File: src/rtl/pwm_pkg.sv
package pwm_pkg;

    typedef enum logic {
        ST_IDLE = 1'b0,
        ST_RUN  = 1'b1
    } state_t;

    localparam int ADDR_W = 2;

    localparam logic [ADDR_W-1:0] A_PER = 2'd0;
    localparam logic [ADDR_W-1:0] A_WID = 2'd1;
    localparam logic [ADDR_W-1:0] A_CTL = 2'd2;
    localparam logic [ADDR_W-1:0] A_CNT = 2'd3;

endpackage

File: src/rtl/pwm_regs.sv
module pwm_regs
    import pwm_pkg::*;
#(
    parameter int CNT_W = 16,
    parameter int PRE_W = 8
) (
    input  logic              clk,
    input  logic              rst_n,
    input  logic              wr_en,
    input  logic [ADDR_W-1:0] addr,
    input  logic [CNT_W-1:0]  wdata,
    output logic [CNT_W-1:0]  nxt_per,
    output logic [CNT_W-1:0]  nxt_wid,
    output logic [PRE_W+1:0]  ctl,
    output logic              flag_clr
);

    always_ff @(posedge clk or negedge rst_n) begin
        if (!rst_n) begin
            nxt_per <= '0;
            nxt_wid <= '0;
            ctl     <= '0;
        end else if (wr_en) begin
            unique case (addr)
                A_PER:   nxt_per <= wdata;
                A_WID:   nxt_wid <= wdata;
                A_CTL:   ctl     <= wdata[PRE_W+1:0];
                default: ;
            endcase
        end
    end

    assign flag_clr = wr_en && (addr == A_CNT);

endmodule

File: src/rtl/pwm_prescaler.sv
module pwm_prescaler #(
    parameter int PRE_W    = 8,
    parameter int SLOW_DIV = 16
) (
    input  logic             clk,
    input  logic             rst_n,
    input  logic             run,
    input  logic [PRE_W-1:0] ps,
    input  logic             slow,
    output logic             tick
);

    localparam int S1_W = $clog2(SLOW_DIV);

    logic [S1_W-1:0]  s1_q;
    logic [S1_W-1:0]  s1_lim;
    logic [PRE_W-1:0] s2_q;
    logic             s1_done;
    logic             s2_done;

    assign s1_lim  = slow ? S1_W'(SLOW_DIV - 1) : S1_W'(1);
    assign s1_done = (s1_q == s1_lim);
    assign s2_done = (s2_q == ps);
    assign tick    = run && s1_done && s2_done;

    always_ff @(posedge clk or negedge rst_n) begin
        if (!rst_n) begin
            s1_q <= '0;
            s2_q <= '0;
        end else if (!run) begin
            s1_q <= '0;
            s2_q <= '0;
        end else begin
            s1_q <= s1_done ? '0 : s1_q + 1'b1;
            if (s1_done) begin
                s2_q <= s2_done ? '0 : s2_q + 1'b1;
            end
        end
    end

endmodule

File: src/rtl/pwm_core.sv
module pwm_core
    import pwm_pkg::*;
#(
    parameter int CNT_W = 16
) (
    input  logic             clk,
    input  logic             rst_n,
    input  logic             en,
    input  logic             tick,
    input  logic             flag_clr,
    input  logic [CNT_W-1:0] nxt_per,
    input  logic [CNT_W-1:0] nxt_wid,
    output state_t           state,
    output logic [CNT_W-1:0] cnt,
    output logic [CNT_W-1:0] act_per,
    output logic [CNT_W-1:0] act_wid,
    output logic             reload,
    output logic             active,
    output logic             flag
);

    state_t state_d;

    always_comb begin
        state_d = state;
        unique case (state)
            ST_IDLE: if (en)  state_d = ST_RUN;
            ST_RUN:  if (!en) state_d = ST_IDLE;
            default: state_d = ST_IDLE;
        endcase
    end

    always_ff @(posedge clk or negedge rst_n) begin
        if (!rst_n) state <= ST_IDLE;
        else        state <= state_d;
    end

    assign reload = (state == ST_RUN) && en && tick && (cnt <= CNT_W'(1));
    assign active = (state == ST_RUN) && (cnt <= act_wid);

    always_ff @(posedge clk or negedge rst_n) begin
        if (!rst_n) begin
            cnt     <= '0;
            act_per <= '0;
            act_wid <= '0;
        end else begin
            unique case (state)
                ST_IDLE: begin
                    if (en) begin
                        cnt     <= nxt_per;
                        act_per <= nxt_per;
                        act_wid <= nxt_wid;
                    end else begin
                        cnt <= '0;
                    end
                end
                ST_RUN: begin
                    if (!en) begin
                        cnt <= '0;
                    end else if (reload) begin
                        cnt     <= nxt_per;
                        act_per <= nxt_per;
                        act_wid <= nxt_wid;
                    end else if (tick) begin
                        cnt <= cnt - 1'b1;
                    end
                end
                default: cnt <= '0;
            endcase
        end
    end

    always_ff @(posedge clk or negedge rst_n) begin
        if (!rst_n)        flag <= 1'b0;
        else if (reload)   flag <= 1'b1;
        else if (flag_clr) flag <= 1'b0;
    end

endmodule

File: src/rtl/dbuf_pwm.sv
module dbuf_pwm
    import pwm_pkg::*;
#(
    parameter int CNT_W    = 16,
    parameter int PRE_W    = 8,
    parameter int SLOW_DIV = 16
) (
    input  logic              clk,
    input  logic              rst_n,
    input  logic              en,
    input  logic              wr_en,
    input  logic [ADDR_W-1:0] addr,
    input  logic [CNT_W-1:0]  wdata,
    output logic [CNT_W-1:0]  rdata,
    output logic              pwm_out,
    output logic              flag
);

    localparam int CTL_W = PRE_W + 2;

    logic [CNT_W-1:0] nxt_per;
    logic [CNT_W-1:0] nxt_wid;
    logic [CTL_W-1:0] ctl;
    logic             flag_clr;
    logic             ctl_pol;
    logic             ctl_slow;
    logic [PRE_W-1:0] ctl_ps;
    logic             tick;
    state_t           st;
    logic [CNT_W-1:0] cnt_q;
    logic [CNT_W-1:0] act_per;
    logic [CNT_W-1:0] act_wid;
    logic             reload;
    logic             active;

    pwm_regs #(.CNT_W(CNT_W), .PRE_W(PRE_W)) u_regs (
        .clk      (clk),
        .rst_n    (rst_n),
        .wr_en    (wr_en),
        .addr     (addr),
        .wdata    (wdata),
        .nxt_per  (nxt_per),
        .nxt_wid  (nxt_wid),
        .ctl      (ctl),
        .flag_clr (flag_clr)
    );

    assign ctl_ps   = ctl[PRE_W-1:0];
    assign ctl_pol  = ctl[PRE_W];
    assign ctl_slow = ctl[PRE_W+1];

    pwm_prescaler #(.PRE_W(PRE_W), .SLOW_DIV(SLOW_DIV)) u_pre (
        .clk   (clk),
        .rst_n (rst_n),
        .run   (st == ST_RUN),
        .ps    (ctl_ps),
        .slow  (ctl_slow),
        .tick  (tick)
    );

    pwm_core #(.CNT_W(CNT_W)) u_core (
        .clk      (clk),
        .rst_n    (rst_n),
        .en       (en),
        .tick     (tick),
        .flag_clr (flag_clr),
        .nxt_per  (nxt_per),
        .nxt_wid  (nxt_wid),
        .state    (st),
        .cnt      (cnt_q),
        .act_per  (act_per),
        .act_wid  (act_wid),
        .reload   (reload),
        .active   (active),
        .flag     (flag)
    );

    assign pwm_out = active ^ ctl_pol;

    always_comb begin
        unique case (addr)
            A_PER:   rdata = nxt_per;
            A_WID:   rdata = nxt_wid;
            A_CTL:   rdata = CNT_W'(ctl);
            default: rdata = cnt_q;
        endcase
    end

endmodule

File: config.mk
export PLATFORM = sky130hd
export DESIGN_NAME = dbuf_pwm
export DESIGN_NICKNAME = d
export VERILOG_FILES = /design/src/rtl/pwm_pkg.sv /design/src/rtl/pwm_regs.sv /design/src/rtl/pwm_prescaler.sv /design/src/rtl/pwm_core.sv /design/src/rtl/dbuf_pwm.sv
export SDC_FILE = /design/constraint.sdc
export NUM_CORES = 1
export LEC_CHECK = 0
export BUFFER_PORTS_ARGS = -buffer_cell sky130_fd_sc_hd__buf_2
export CAP_MARGIN = 20
export CORE_ASPECT_RATIO = 0.7
export CORE_MARGIN = 5
export CORE_UTILIZATION = 40
export CTS_CLUSTER_SIZE = 10
export DETAILED_ROUTE_END_ITERATION = 6
export PLACE_DENSITY = 0.69
export SLEW_MARGIN = 20
export SYNTH_ARGS = -nofsm -noshare
export SYNTH_HDL_FRONTEND = slang
export SYNTH_SLANG_ARGS = --single-unit
File: constraint.sdc
create_clock -name clk -period 2.65 [get_ports clk]
set_clock_uncertainty 0.2 [all_clocks]
set_input_delay 0.265 -clock clk [delete_from_list [all_inputs] [get_ports clk]]
set_output_delay 0.265 -clock clk [all_outputs]
set_load 0.02 [all_outputs]
# Word level (Yosys, flattened, before mapping)

Cells that the tools add are included.

Bitwise gates (word level): 2
$mul: 0
Divide/modulo/power cells: 0
Reductions and logical operators: 13
Shift operators: 0
$lt $le $gt $ge: 2
Equality and inequality tests: 10
Multiplexer cells: 19
Add/sub/neg operators: 3

Operators by type and width:

| kind                                                  | count |
|---|---|
| two-way mux 16 bit                                    | 7 |
| case mux 16 bit (2 select lines)                      | 2 |
| case mux 16 bit (3 select lines)                      | 1 |
| two-way mux 8 bit                                     | 3 |
| <= comparator 16 x 1 -> 1 bit, second input constant  | 1 |
| <= comparator 16 bit                                  | 1 |
| subtractor 16 x 1 -> 16 bit, second input constant    | 1 |
| two-way mux 4 bit                                     | 3 |
| adder 8 x 1 -> 8 bit, second input constant           | 1 |
| equality test 8 bit                                   | 1 |
| inequality test 2 bit, second input constant          | 4 |
| logical AND 1 bit                                     | 7 |
| AND reduction 2 bit                                   | 3 |
| adder 4 x 1 -> 4 bit, second input constant           | 1 |
| equality test 2 bit, second input constant            | 2 |
| equality test 4 bit                                   | 1 |
| inequality test 4 x 3 -> 1 bit, second input constant | 1 |
| two-way mux 1 bit                                     | 3 |
| AND reduction 3 bit                                   | 1 |
| equality test 2 x 1 -> 1 bit, second input constant   | 1 |
| logical NOT 2 bit                                     | 1 |
| nonzero test 2 bit                                    | 1 |
| NOT 1 bit                                             | 1 |
| bitwise XOR 1 bit                                     | 1 |

Register bits: 88
Memory bits (writable): 0
Memories: 0
Latch bits: 0
Memory bits (read-only): 0
Output and inout port bits: 18
Bits of input ports: 22

# Depth between registers and ports, before layout

Depth in word-level cells: 9
Gate-level depth with buffers: 9
Mapped depth without buffers: 7

# Cells and area by module

From an unflattened synthesis, not the netlist that was laid out.

Cells, all modules: 456
Area total of the unflattened synthesis: 5,836.8 um^2

Modules (own cells, without submodules):

| module        | cells an instance | times used | area each (um^2) | sequential area each (um^2) |
|---|---|---|---|---|
| pwm_core      | 268               | 1          | 3,009.1          | 1,251.2 |
| pwm_regs      | 91                | 1          | 1,599.0          | 1,051.0 |
| pwm_prescaler | 69                | 1          | 808.3            | 300.3 |
| dbuf_pwm      | 28                | 1          | 420.4            | 0.0 |

# Worst setup path after synthesis

Ideal clock, no wire load.

Kind: register to register
Start: reg u_pre.s2_q[6]
End: reg u_core.act_wid[10]
Buffers on the path: 2
Arrival time: 2.160 ns
Library setup time: 0.127 ns
Required time: 2.323 ns
Slack: 0.163 ns
Stages on the path, launching flop included: 8
Cell sequence: dfrtp_1 > xor2_1 > or4_4 > nor4_4 > nand2b_1 > buf_4 > buf_6 > mux2_1

Cells in the longest elaborated chain, start to end: 6

Ends and longest elaborated chain:

| what                            | RTL line            | text |
|---|---|---|
| from (decl)                     | pwm_prescaler.sv:17 | `logic [PRE_W-1:0] s2_q;` |
| from (signal assigned)          | pwm_prescaler.sv:36 | `s2_q <= s2_done ? '0 : s2_q + 1'b1;` |
| equality test 8 bit             | pwm_prescaler.sv:23 | `assign s2_done = (s2_q == ps);` |
| logical AND 1 bit               | pwm_prescaler.sv:24 | `assign tick = run && s1_done && s2_done;` |
| logical AND 1 bit (2 in series) | pwm_core.sv:38      | `assign reload = (state == ST_RUN) && en && tick && (cnt <= CNT_W'(1));` |
| inequality test 2 bit (no line) | -                   |  |
| AND reduction 3 bit (no line)   | -                   |  |
| to (signal assigned)            | pwm_core.sv:52      | `act_wid <= nxt_wid;` |
| to (signal assigned)            | pwm_core.sv:63      | `act_wid <= nxt_wid;` |
| to (decl)                       | pwm_core.sv:16      | `output logic [CNT_W-1:0] act_wid,` |

Every way passes these cells.
A chain may end at the register's enable or synchronous reset.

# Final worst setup path

Start: reg u_core.cnt[6]
End: out pwm_out

Cells in the longest elaborated chain, start to end: 3

Ends and longest elaborated chain:

| what                   | RTL line       | text |
|---|---|---|
| from (decl)            | pwm_core.sv:14 | `output logic [CNT_W-1:0] cnt,` |
| from (signal assigned) | pwm_core.sv:50 | `cnt <= nxt_per;` |
| from (signal assigned) | pwm_core.sv:61 | `cnt <= nxt_per;` |
| from (signal assigned) | pwm_core.sv:65 | `cnt <= cnt - 1'b1;` |
| <= comparator 16 bit   | pwm_core.sv:39 | `assign active = (state == ST_RUN) && (cnt <= act_wid);` |
| logical AND 1 bit      | pwm_core.sv:39 |  |
| bitwise XOR 1 bit      | dbuf_pwm.sv:78 | `assign pwm_out = active ^ ctl_pol;` |
| to (decl)              | dbuf_pwm.sv:15 | `output logic pwm_out,` |

Every way passes these cells.

==> reports/qor.csv <==
metric,value,unit
holdCritPathClass,input port to flop,
cp-start-kind,flop,
area.growth.synth_to_final,25.8,%
synth_top_area_cell,sky130_fd_sc_hd__dfrtp_1,
failed_checks,negative setup slack,
clock-sinks,88,
intPower,2820,uW
finalMaxSlewViolations,0,
synth_adder_area_share,4.97,%
critPathBufInv,1,
remaining_drc_errors,0,
die_width,144,um
core_area,0.0124,mm^2
antenna_found_initial,0,
ff_latch_area,0.00221,mm^2
drv_cap,0,
power_leakage,0.00278,uW
worst_ep_required_time,2.18,ns
power.switching,1430,uW
synthMuxAreaShare,19.4,%
worstMarginPinSlew,0.701,ns
design.final.nets,589,
worst-setup-path-type,flop to output pin,
ys_top_cells_by_area,"sky130_fd_sc_hd__dfrtp_1, sky130_fd_sc_hd__mux2_2, sky130_fd_sc_hd__ha_1, sky130_fd_sc_hd__mux4_2, sky130_fd_sc_hd__mux2_1",
hold_depth,3,
worstSkewPairLatency,0.35,ns
sequentialPowerShare,41.6,%
insertedDiodeCount,0,
timing.final.crit_period,2.71,ns
fp.dieArea,0.0150,mm^2
clockPowerShare,28.8,%
yosys_warnings,0,
cp.depth,7,
highest_routed_metal_layer,met4,
tritoncts.num_buffers,9,
cts_max_level,3,
irDropWorstVdd,0.000472,V
hold-worst-slack,0.0380,ns
setup_viol_count_final,1,
synth_top_family_by_area,multiplexers,
synthFlopType,sky130_fd_sc_hd__dfrtp_1,
drt-total-wl,14700,um
start_util,40.7,%
grt_start_max_net_pins,53,
timing.critical_path.slowest_cell_delay,0.43,ns
slew_headroom,53.2,%
xor_xnor_share_of_the_synthesized_area,2.43,%
async_flop_share,100,%
syn_inst,453,
avgRoutedWirePerCell,20.6,um
fmax,0.369,GHz
r2r_cells,6,
post-route-worst-setup-slack,-0.0574,ns
vias,4126,
buffer_ports.inserted,39,
area_used_by_multi_input_combinational_logic,0.00278,mm^2
routabilityCongestion,0.939,
synth-edff-count,0,
drt-pass1-iter-count,4,
cts_tree,done,
cts_root_buf,sky130_fd_sc_hd__clkbuf_16,
floorplan.io_pins,40,
syn_area_per_cell,11.1,um^2
drt_iter0_drc,338,
finalHoldViolations,0,
die-height,104,um
detail_route.wirelength.met1,7180,um
antenna_violating_nets_post_route,0,
hpwlAfterDp,10500,um
n_fill_cell,1071,
switching_share_of_power,33.6,%
dr_wl_met3,1100,um
ctsLongestPathBuffers,2,
fin_total_pwr,4240,uW
pwr_density_cell,669,mW/mm^2
synth.lib_cells_used.distinct,66,
grt_pass1_wl,24000,um
grt_use_total,20.5,%
overflow,0,
syn-num-nets,495,
cell_with_the_biggest_individual_delay_on_the_critical_path,sky130_fd_sc_hd__dfrtp_2,
drt-vias-per-instance,5.78,
first_global_vias,4345,
cp-end-kind,output pin,
worstPathCellList,ha_4 -> nand4_1 -> or3_4 -> a21o_1 -> a31oi_1 -> nand3b_1 -> buf_6,
synth_simple_gate_area_share,12.7,%
r2r_slack,0.10,ns
status,finished with violations,
power.share.combinational,29.6,%
setup_repair_after_global_routing_missed_its_margin,true,
detailroute.wirelength.met2,6310,um
timing.final.crit_share,102,%
drive_above_1_share,34.2,%
yosysTopAreaCellShare,43.7,%
crit_arrival,2.24,ns
critical_path.top_delay_family,simple AND/OR/NAND/NOR gates,
synth.ff_latch_count,88,
core.rowCount,34,
critPathMaxFanout,2,
area_fraction_in_compound_gates_after_synthesis,12.9,%
seq_area_frac_synth,43.7,%
cts.clk_slew.worst_paths,0.07,ns
synth.cell_area,0.00504,mm^2
==> per-stage QoR <==
| step | cells | util, % | setup TNS, ns | setup slack (ns) | instance area [um^2] |
|---|---|---|---|---|---|
| 5_1_grt | 714 | 51.2 | -0.154 | -0.154 | 6340 |
| 3_3_place_gp | 667 | 45.5 | 0 | 0.135 | 5630 |
| 4_1_cts | 712 | 50.4 | -0.0788 | -0.0788 | 6240 |
| 6_report | 714 | 51.2 | -0.0574 | -0.0574 | 6340 |
| 2_1_floorplan | 453 | - | 0 | 0.163 | 5040 |
| 3_5_place_dp | 667 | 45.5 | 0 | 0.101 | 5630 |
==> cell usage after synthesis (3+ instances only) <==
cell	instances
sky130_fd_sc_hd__nor3_1	7
sky130_fd_sc_hd__o21ai_0	22
sky130_fd_sc_hd__or4_1	4
sky130_fd_sc_hd__a211oi_1	3
sky130_fd_sc_hd__xor2_1	12
sky130_fd_sc_hd__nor2_1	15
sky130_fd_sc_hd__nand4_1	12
sky130_fd_sc_hd__o31ai_1	3
sky130_fd_sc_hd__o211ai_1	4
sky130_fd_sc_hd__nor4_2	3
sky130_fd_sc_hd__mux2_2	42
sky130_fd_sc_hd__a31oi_1	5
sky130_fd_sc_hd__mux2_1	16
sky130_fd_sc_hd__nand3_1	12
sky130_fd_sc_hd__and2_1	3
sky130_fd_sc_hd__nor4_1	5
sky130_fd_sc_hd__a21oi_1	20
sky130_fd_sc_hd__clkbuf_1	13
sky130_fd_sc_hd__buf_2	5
sky130_fd_sc_hd__mux2i_1	10
sky130_fd_sc_hd__o311ai_0	3
sky130_fd_sc_hd__nand2_1	26
sky130_fd_sc_hd__mux4_2	10
sky130_fd_sc_hd__o221a_1	3
sky130_fd_sc_hd__inv_1	26
sky130_fd_sc_hd__nand3b_1	3
sky130_fd_sc_hd__ha_1	20
sky130_fd_sc_hd__dfrtp_1	88
sky130_fd_sc_hd__nand2b_1	3
sky130_fd_sc_hd__and3_1	5
sky130_fd_sc_hd__o2111a_1	4
==> power by group through the flow <==
stage	Combinational [uW]	Clock (uW)	Sequential [uW]
final	1260	1220	1760
after floorplan	733	0	1710
after global routing	1370	1300	1790
after detailed placement	1080	0	1790
after CTS	1190	1240	1760
after global placement	1050	0	1780
==> worst register-to-register path, delay by kind of cell (launching register included) <==
family / cells / cell delay (ns)
buffers and inverters: 1 / 0.17
and+or+nand+nor: 3 / 1.08
xor gates and xnor gates: 1 / 0.21
DFF: 1 / 0.42
muxes: 1 / 0.34
==> kinds of logic (layout without fill, tap and decap cells) <==
family	count (synthesis)	count (layout)
XOR/XNOR	14	14
flip-flops	88	88
AND/OR/NAND/NOR	112	112
multiplexers	78	78
AO/OA/AOI/OAI	94	94
adder cells (fa/ha/maj)	20	20
buffers and inverters	47	146
==> sequential cells by signal (all words and copies together), names as in the netlist <==
name            count
u_core.flag         1
u_regs.nxt_per     16
u_core.act_wid     16
u_pre.s1_q          4
u_regs.nxt_wid     16
u_regs.ctl         10
u_core.cnt         16
u_pre.s2_q          8
u_core.state        1
==> repair_timing <==
action                     in CTS  in global routing
hold buffers                   17                  0
pin swaps                       4                  5
gates resized for setup        18                 11
buffers inserted               12                  2
hold endpoints to repair       93                  0
setup endpoints to repair       1                 12
gates cloned                    0                  0
==> metal layers <==
metal	track usage, %	vias up
met5	0	-
li1	-	1893
met4	4.46	0
met1	31.1	2063
met3	5.06	16
met2	29.5	154
==> area by class of cell <==
class                           instances  share of cell area, %
Multi-Input combinational cell        318                   43.9
Sequential cell                        88                   34.9
Timing Repair Buffer                  104                   12.0
Clock buffer                           10                   3.61
Tap cell                              162                   3.20
Inverter                               26                   1.54
Clock inverter                          6                  0.829
==> final timing paths <==
check | startpoint | endpoint
worst max register to register | u_pre.s2_q[6]$_DFFE_PN0P_ | u_core.act_wid[5]$_DFFE_PN0P_
worst max-delay path | u_core.cnt[6]$_DFFE_PN0P_ | pwm_out
worst min-delay path | wr_en | u_core.flag$_DFFE_PN0P_
min in group asynchronous | rst_n | u_regs.nxt_wid[15]$_DFFE_PN0P_
max in group asynchronous | rst_n | u_core.cnt[4]$_DFFE_PN0P_
worst min register to register | u_core.act_wid[6]$_DFFE_PN0P_ | u_core.act_wid[6]$_DFFE_PN0P_
==> cell usage in the layout (no fill, tap or decap), drive strengths merged, types with 12 or more instances in the layout <==
cell         Yosys  final
a21oi           20     20
buf              8     87
dfrtp           88     88
dlygate4sd3      0     17
ha              20     20
inv             26     29
mux2            58     58
nand2           26     26
nand3           12     12
nand4           12     12
nor2            15     15
o21ai           23     23
xor2            12     12
(Power assumes the default switching activity.)
